[src/rtl/uirq_pkg.sv]
package uirq_pkg;
    localparam int CAUSE_N  = 5;
    localparam int EN_N     = 4;
    localparam int MODEM_N  = 4;
    localparam int ERR_N    = 5;
    localparam int FILL_W   = 10;
    localparam int FILL_LO  = 8;
    localparam int FILL_HI  = FILL_W - FILL_LO;

    // cause bit positions (host decodes these)
    localparam int C_LINE  = 0;
    localparam int C_RXAV  = 1;
    localparam int C_RXTO  = 2;
    localparam int C_TXSP  = 3;
    localparam int C_MODEM = 4;

    // enable bit positions
    localparam int EN_RX    = 0;
    localparam int EN_TX    = 1;
    localparam int EN_LINE  = 2;
    localparam int EN_MODEM = 3;

    // modem line order
    localparam int M_RI = 2;

    typedef enum logic [0:0] {
        IRQ_IDLE   = 1'b0,
        IRQ_RAISED = 1'b1
    } irq_state_e;

    function automatic logic [CAUSE_N-1:0] cause_gate(input logic [EN_N-1:0] en);
        logic [CAUSE_N-1:0] g;
        g          = '0;
        g[C_LINE]  = en[EN_LINE];
        g[C_RXAV]  = en[EN_RX];
        g[C_RXTO]  = en[EN_RX];
        g[C_TXSP]  = en[EN_TX];
        g[C_MODEM] = en[EN_MODEM];
        return g;
    endfunction
endpackage

[src/rtl/uirq_sticky_bank.sv]
module uirq_sticky_bank #(
    parameter int N = 5
) (
    input  logic         clk,
    input  logic         rst_n,
    input  logic [N-1:0] set_i,
    input  logic [N-1:0] clr_i,
    output logic [N-1:0] q_o
);
    for (genvar i = 0; i < N; i++) begin : g_bit
        logic q;
        always_ff @(posedge clk or negedge rst_n) begin
            if (!rst_n)
                q <= 1'b0;
            else if (set_i[i])
                q <= 1'b1;          // a new event beats a clear
            else if (clr_i[i])
                q <= 1'b0;
        end
        assign q_o[i] = q;
    end
endmodule

[src/rtl/uirq_modem_track.sv]
module uirq_modem_track
    import uirq_pkg::*;
#(
    parameter int W = MODEM_N
) (
    input  logic         clk,
    input  logic         rst_n,
    input  logic [W-1:0] line_i,
    input  logic         clr_i,
    output logic [W-1:0] cur_o,
    output logic [W-1:0] delta_o,
    output logic         event_o
);
    logic [W-1:0] prev_q;
    logic [W-1:0] change;

    always_ff @(posedge clk or negedge rst_n) begin
        if (!rst_n)
            prev_q <= '0;
        else
            prev_q <= line_i;
    end

    for (genvar i = 0; i < W; i++) begin : g_edge
        if (i == M_RI) begin : g_trail
            assign change[i] = prev_q[i] & ~line_i[i];
        end else begin : g_any
            assign change[i] = prev_q[i] ^ line_i[i];
        end
    end

    uirq_sticky_bank #(.N(W)) u_delta (
        .clk   (clk),
        .rst_n (rst_n),
        .set_i (change),
        .clr_i ({W{clr_i}}),
        .q_o   (delta_o)
    );

    assign cur_o   = prev_q;
    assign event_o = |change;
endmodule

[src/rtl/uirq_irq_fsm.sv]
module uirq_irq_fsm
    import uirq_pkg::*;
(
    input  logic clk,
    input  logic rst_n,
    input  logic pending_i,
    output logic irq_o
);
    irq_state_e state_q, state_d;

    always_ff @(posedge clk or negedge rst_n) begin
        if (!rst_n)
            state_q <= IRQ_IDLE;
        else
            state_q <= state_d;
    end

    always_comb begin
        state_d = state_q;
        unique case (state_q)
            IRQ_IDLE:   if (pending_i)  state_d = IRQ_RAISED;   // raise
            IRQ_RAISED: if (!pending_i) state_d = IRQ_IDLE;     // drop
            default:    state_d = IRQ_IDLE;
        endcase
    end

    always_comb begin
        irq_o = (state_q == IRQ_RAISED);
    end
endmodule

[src/rtl/uart_irq_status.sv]
module uart_irq_status
    import uirq_pkg::*;
(
    input  logic               clk,
    input  logic               rst_n,
    input  logic               clr_wr_i,
    input  logic [CAUSE_N-1:0] clr_data_i,
    input  logic [EN_N-1:0]    irq_en_i,
    input  logic               rx_avail_i,
    input  logic               rx_timeout_i,
    input  logic               tx_space_i,
    input  logic               err_overrun_i,
    input  logic               err_parity_i,
    input  logic               err_frame_i,
    input  logic               err_break_i,
    input  logic               err_rxfifo_i,
    input  logic               rx_ready_i,
    input  logic               thr_empty_i,
    input  logic               tx_idle_i,
    input  logic               cts_i,
    input  logic               dsr_i,
    input  logic               ri_i,
    input  logic               dcd_i,
    input  logic [FILL_W-1:0]  rx_fill_i,
    output logic [31:0]        status_o,
    output logic               irq_o
);
    logic [CAUSE_N-1:0] clr_vec;
    logic [CAUSE_N-1:0] set_vec;
    logic [CAUSE_N-1:0] cause_q;
    logic [ERR_N-1:0]   err_pulse;
    logic [ERR_N-1:0]   err_q;
    logic [MODEM_N-1:0] modem_cur;
    logic [MODEM_N-1:0] modem_delta;
    logic               modem_evt;
    logic               pending;

    assign clr_vec   = clr_wr_i ? clr_data_i : '0;
    assign err_pulse = {err_rxfifo_i, err_break_i, err_frame_i, err_parity_i, err_overrun_i};

    always_comb begin
        set_vec          = '0;
        set_vec[C_LINE]  = |err_pulse;
        set_vec[C_RXAV]  = rx_avail_i;
        set_vec[C_RXTO]  = rx_timeout_i;
        set_vec[C_TXSP]  = tx_space_i;
        set_vec[C_MODEM] = modem_evt;
    end

    uirq_sticky_bank #(.N(CAUSE_N)) u_cause (
        .clk   (clk),
        .rst_n (rst_n),
        .set_i (set_vec),
        .clr_i (clr_vec),
        .q_o   (cause_q)
    );

    uirq_sticky_bank #(.N(ERR_N)) u_err (
        .clk   (clk),
        .rst_n (rst_n),
        .set_i (err_pulse),
        .clr_i ({ERR_N{clr_vec[C_LINE]}}),
        .q_o   (err_q)
    );

    uirq_modem_track #(.W(MODEM_N)) u_modem (
        .clk     (clk),
        .rst_n   (rst_n),
        .line_i  ({dcd_i, ri_i, dsr_i, cts_i}),
        .clr_i   (clr_vec[C_MODEM]),
        .cur_o   (modem_cur),
        .delta_o (modem_delta),
        .event_o (modem_evt)
    );

    assign pending = |(cause_q & cause_gate(irq_en_i));

    uirq_irq_fsm u_fsm (
        .clk       (clk),
        .rst_n     (rst_n),
        .pending_i (pending),
        .irq_o     (irq_o)
    );

    always_comb begin
        status_o        = '0;
        status_o[4:0]   = cause_q;
        status_o[7:6]   = rx_fill_i[FILL_W-1:FILL_LO];
        status_o[11:8]  = modem_delta;
        status_o[15:12] = modem_cur;
        status_o[23:16] = {err_q[4], tx_idle_i, thr_empty_i, err_q[3:0], rx_ready_i};
        status_o[31:24] = rx_fill_i[FILL_LO-1:0];
    end
endmodule

[config.mk]
export PLATFORM = sky130hd
export DESIGN_NAME = uart_irq_status
export DESIGN_NICKNAME = d
export VERILOG_FILES = /design/src/rtl/uirq_pkg.sv /design/src/rtl/uirq_sticky_bank.sv /design/src/rtl/uirq_modem_track.sv /design/src/rtl/uirq_irq_fsm.sv /design/src/rtl/uart_irq_status.sv
export SDC_FILE = /design/constraint.sdc
export NUM_CORES = 1
export LEC_CHECK = 0
export ABC_AREA = 1
export ABC_CLOCK_PERIOD_IN_PS = 2000
export BUFFER_PORTS_ARGS = -buffer_cell sky130_fd_sc_hd__buf_2
export CAP_MARGIN = 0
export CORE_ASPECT_RATIO = 0.5
export CORE_MARGIN = 4
export CORE_UTILIZATION = 25
export CTS_BUF_LIST = sky130_fd_sc_hd__clkbuf_16
export CTS_CLUSTER_SIZE = 8
export DETAILED_ROUTE_END_ITERATION = 6
export GPL_ROUTABILITY_DRIVEN = 1
export GPL_TIMING_DRIVEN = 0
export PLACE_DENSITY_LB_ADDON = 0.2
export SLEW_MARGIN = 5
export SYNTH_ARGS = -nofsm -noshare
export SYNTH_HDL_FRONTEND = slang
export SYNTH_SLANG_ARGS = --single-unit
[constraint.sdc]
create_clock -name clk -period 2 [get_ports clk]
set_input_delay 0.1 -clock clk [delete_from_list [all_inputs] [get_ports clk]]
set_output_delay 0.1 -clock clk [all_outputs]
set_load 0.005 [all_outputs]
After elaboration in Yosys (flattened, before gate mapping):

Cells that the tools add are included.

* RAM bits: 0
* ROM bits: 0
* output and inout bits: 33
* memories: 0
* bits in registers: 19
* bits of input ports: 37
* bits in latches: 0
* word-level logic and storage cells: 60

* bitwise gates (word level): 6
* eq/ne operators: 0
* multipliers: 0
* shift-type cells: 0
* reduce and logical (&&, ||, !) cells: 17
* divide/modulo/power cells: 0
* add/sub/neg operators: 0
* mux-type cells: 21
* magnitude comparators: 0

Operator list (count)
* $reduce_bool 2->1: 14
* $mux 1: 20
* $reduce_or 5->1: 2
* $and 5x5->5: 1
* $mux 5: 1
* $reduce_or 4->1: 1
* $xor 1x1->1: 3
* $and 1x1->1: 1
* $not 1->1: 1

Depth between registers and ports, before layout:

* depth after elaboration: 4
* mapped depth: 5
* depth with buffers taken out: 5

Hierarchy:

A second synthesis with hierarchy kept.

* cell total of the unflattened synthesis: 145
* area, all modules: 1063.5 µm²

Modules (own cells, without submodules)
* uirq_sticky_bank (u_cause ...): cells an instance 30, seq. area each 125.1 µm², area an instance 237.7 µm², times used 2
* uart_irq_status: cells an instance 36, seq. area each 0.0 µm², area an instance 190.2 µm², times used 1
* uirq_sticky_bank (u_modem.u_delta): cells an instance 24, seq. area each 100.1 µm², area an instance 190.2 µm², times used 1
* uirq_modem_track: cells an instance 24, seq. area each 100.1 µm², area an instance 182.7 µm², times used 1
* uirq_irq_fsm: cells an instance 1, seq. area each 25.0 µm², area an instance 25.0 µm², times used 1

Worst setup path before layout:

Ideal clock, no wire load.

* path kind: reg2reg
* start point: register u_modem.prev_q[3], in the netlist u_modem.cur_o[3]
* end point: register u_cause.g_bit[4].q
* setup time: 0.128 ns
* required time: 1.872 ns
* path buffers: 0
* clock period less this slack: 0.773 ns
* cell stages (with the launch flop): 5
* arrival time: 0.645 ns
* path slack: 1.227 ns
* cell sequence: dfrtp_1 -> nand2_1 -> nand2_1 -> nor2_1 -> nand3_1

* longest elaborated chain between the ends: 3
* elaborated cells between the ends (all ways): 4
* classes of those cells: mux: 1; bitwise: 1; reduce/logical: 2

Ends and longest elaborated chain
* start, declared: line uirq_modem_track.sv:14 `logic [W-1:0] prev_q;`
* start signal, assigned: line uirq_modem_track.sv:21 `prev_q <= line_i;`
* $xor 1x1->1 *: line uirq_modem_track.sv:28 `assign change[i] = prev_q[i] ^ line_i[i];`
* $reduce_or 4->1 *: line uirq_modem_track.sv:41 `assign event_o = |change;`
* $mux 1 or $reduce_bool 2->1 (tied branches)
* end signal, assigned: line uirq_sticky_bank.sv:14 `q <= 1'b0;`
* end signal, assigned: line uirq_sticky_bank.sv:16 `q <= 1'b1;`
* end signal, assigned: line uirq_sticky_bank.sv:18 `q <= 1'b0;`
* end, declared: line uirq_sticky_bank.sv:11 `logic q;`

Mark *: on every way between the ends. The rest lies on a longest branch, timed or not.
A chain may end at the register's enable or synchronous reset.

Worst setup path in the final report:

* start point: register u_cause.g_bit[0].q
* end point: output status_o[0]

RTL lines
* start, declared: line uirq_sticky_bank.sv:11
* start signal, assigned: line uirq_sticky_bank.sv:14
* start signal, assigned: line uirq_sticky_bank.sv:16
* start signal, assigned: line uirq_sticky_bank.sv:18
* end, declared: line uart_irq_status.sv:25 `output logic [31:0] status_o,`

No word-level cell between the ends.

==> impl_metrics.tcl <==
set metrics [dict create \
    grt_pass1_vias 779 \
    yosys-top-cells-count "buf_4, nand2_1, dfrtp_1, inv_1, a21o_1" \
    synth.largest_area_cell "dfrtp_1" \
    drtIter0Drc 5 \
    ys_async_sr_fraction_pct 100.0 \
    synth_area_leaders "dfrtp_1, buf_4, nand2_1" \
    end_kind "output port" \
    avgRoutedWirePerCell_um 9.678 \
    timing.final.crit_share_pct 49.76 \
    reg2regPathDepth 4 \
    routed_wl_um 2071 \
    synth_flop_cell "dfrtp_1" \
    final_antenna_net_count 0 \
    clkSlewWorstSetupHoldPaths_ns 0.06 \
    io_pins 70 \
    hp-start "tx_space_i" \
    root_buffer "clkbuf_16" \
    slowest_stage "dfrtp_1" \
    fin_ws_ns 1.005 \
    syn-num-nets 136 \
    yosys_register_bits 19 \
    die_y_um 51.01 \
    dp_cells 205 \
    hold_path.class "in -> reg" \
    syn_area_sq_um 924.6 \
    crit_path_cell_trace "buf_4, buf_2" \
    ir_worst_vdd_mv 0.4051 \
    min_path_cells 2 \
    r2r_end "u_cause.g_bit[4].q" \
    grt_pass1_wl_um 3243 \
    antenna_found_initial 0 \
    start_util_pct 26.49 \
    fmax_mhz 1005 \
    die-area_sq_um 4795 \
    setup.worst_path.class "reg -> out" \
    status "finished, final reports clean" \
    via_per_inst 3.752 \
    postCtsHoldBufs 5 \
    power.total_mw 0.9962 \
    rows 15 \
    synth_edf_count 0 \
    cts_buffers 3 \
    ctsResizeCount 0 \
    post-synth-top-count-cell "buf_4" \
    coreArea_sq_um 3491 \
    synth.avg_cell_area_sq_um 9.340 \
    setup_tns_ns 0 \
    p_per_area_nw_per_um2 715.4 \
    overflow 0 \
    finalHoldViolCount 0 \
    area_growth_pct 50.61 \
    post_cts_buffers 0 \
    path_max_fanout 3 \
    synth_warnings 0 \
    setup_violations 0 \
    arrival_ns 0.90 \
    antennaDiodeCount 0 \
    layout.nets 201 \
    clock_tree.buffer_depth 2 \
    leakage_nw 0.7599 \
    period_needed_ns 0.9951 \
    drive_gt1_share_pct 53.37 \
    finalClockSkew_ns 0.002333 \
    rsz0062_at_grt "no" \
    gp_congestion 0.7121 \
    cts.sinks 19 \
    drv_cap 0 \
    portBuffers 55 \
    insertion_delay_ns 0.25 \
    dp_hpwl_um 1686 \
    die_width_um 94.01 \
    layout.cells.non_filler 214 \
    worst_ep_required_time_ns 1.90 \
    drv_slew 0 \
    grt_max_degree 20 \
    synth_top_cell_area_share_pct 51.42 \
    cp-start-kind "flip-flop" \
    critical-path-max-stage-delay_ns 0.40 \
    yosysUniqueCellTypes 15 \
    ff2ff_setup_slack_ns 1.17 \
    synthCells 99 \
    cts_tree "done" \
    num_vias 803 \
    dp_slack_ns 1.175 \
    remaining_drc_errors 0 \
    hold_ws_ns 0.02904 \
    reg2reg_from "u_modem.cur_o[3]" \
    dr.pass1.iters 3 \
    whs_endpoint "u_cause.g_bit[3].q" \
    ys_seq_area_share_pct 51.42 \
    grt.total_usage_pct 8.654 \
    cts_max_level 1 \
]
[cells in the final DEF, fill, tap and decap left out]
cell type	n
nand2_2	1
buf_4	28
nand2_1	23
conb_1	1
a21oi_1	1
nand4_1	2
nand3_1	3
inv_1	9
o21ai_0	1
buf_2	55
nor3_1	1
dfrtp_1	19
nor2_1	3
dlygate4sd3_1	5
clkbuf_16	3
o21ai_1	1
xnor2_1	1
a21o_1	6
[sequential cells by signal (all words and copies together) (netlist names)]
name,flops
u_cause.g_bit.q,5
u_err.g_bit.q,5
u_fsm.irq_o,1
u_modem.cur_o,4
u_modem.u_delta.g_bit.q,4
[cells by family (layout without fill, tap and decap cells)]
logic type	after synthesis	after routing	share of synthesized area, %
AOI/OAI and AO/OA	9	9	6.493
xor gates and xnor gates	1	1	0.9474
buffers and inverters	36	100	25.98
DFF	19	19	51.42
other	1	1	0.4056
and+or+nand+nor	33	33	14.75
[critical path: cells and delay by family (launching register included)]
kind                   cells  cell delay (ns)
flip-flops                 1             0.40
buffers and inverters      2             0.25
[metal layers]
metal	global-route usage [%]	wire length [um]
met1	8.641	779
met2	16.57	1048
met3	3.824	219
met4	2.158	22
met5	0	0
[power by group]
| group | leakage (nW) | internal, mW | total, mW | switching (mW) |
|---|---|---|---|---|
| logic | 0.522 | 0.104 | 0.169 | 0.0651 |
| clock network | 0.0423 | 0.266 | 0.404 | 0.138 |
| registers | 0.196 | 0.409 | 0.423 | 0.0137 |
| total | 0.760 | 0.779 | 0.996 | 0.217 |
[final cells by class]
cell class / instances / area [sq um]
inverters: 8 / 30.03
multi-input cells: 44 / 209.0
clock inverters: 1 / 3.754
clock buffers: 3 / 75.07
plain buffers: 28 / 210.2
repair buffers: 60 / 325.3
flip-flops and latches: 19 / 475.5
fillers: 366 / 2098
well taps: 51 / 63.81
[stage by stage]
| step | utilization [%] | cell area (sq um) |
|---|---|---|
| after floorplan | - | 924.6 |
| after global placement | 36.20 | 1264 |
| after detailed placement | 36.20 | 1264 |
| after CTS | 39.89 | 1393 |
| after global routing | 39.89 | 1393 |
| final | 39.89 | 1393 |
[how the worst max path moves through the flow]
stage / start / end / cells past startpoint
after floorplan: u_modem.cur_o[3] / u_cause.g_bit[4].q / 4
after global placement: u_modem.cur_o[3] / u_cause.g_bit[4].q / 4
after detailed placement: u_modem.cur_o[3] / u_cause.g_bit[4].q / 4
after CTS: u_cause.g_bit[0].q / status_o[0] / 2
after global routing: dcd_i / u_cause.g_bit[4].q / 7
final: u_cause.g_bit[0].q / status_o[0] / 2
Power figures use the tool's default switching activity.
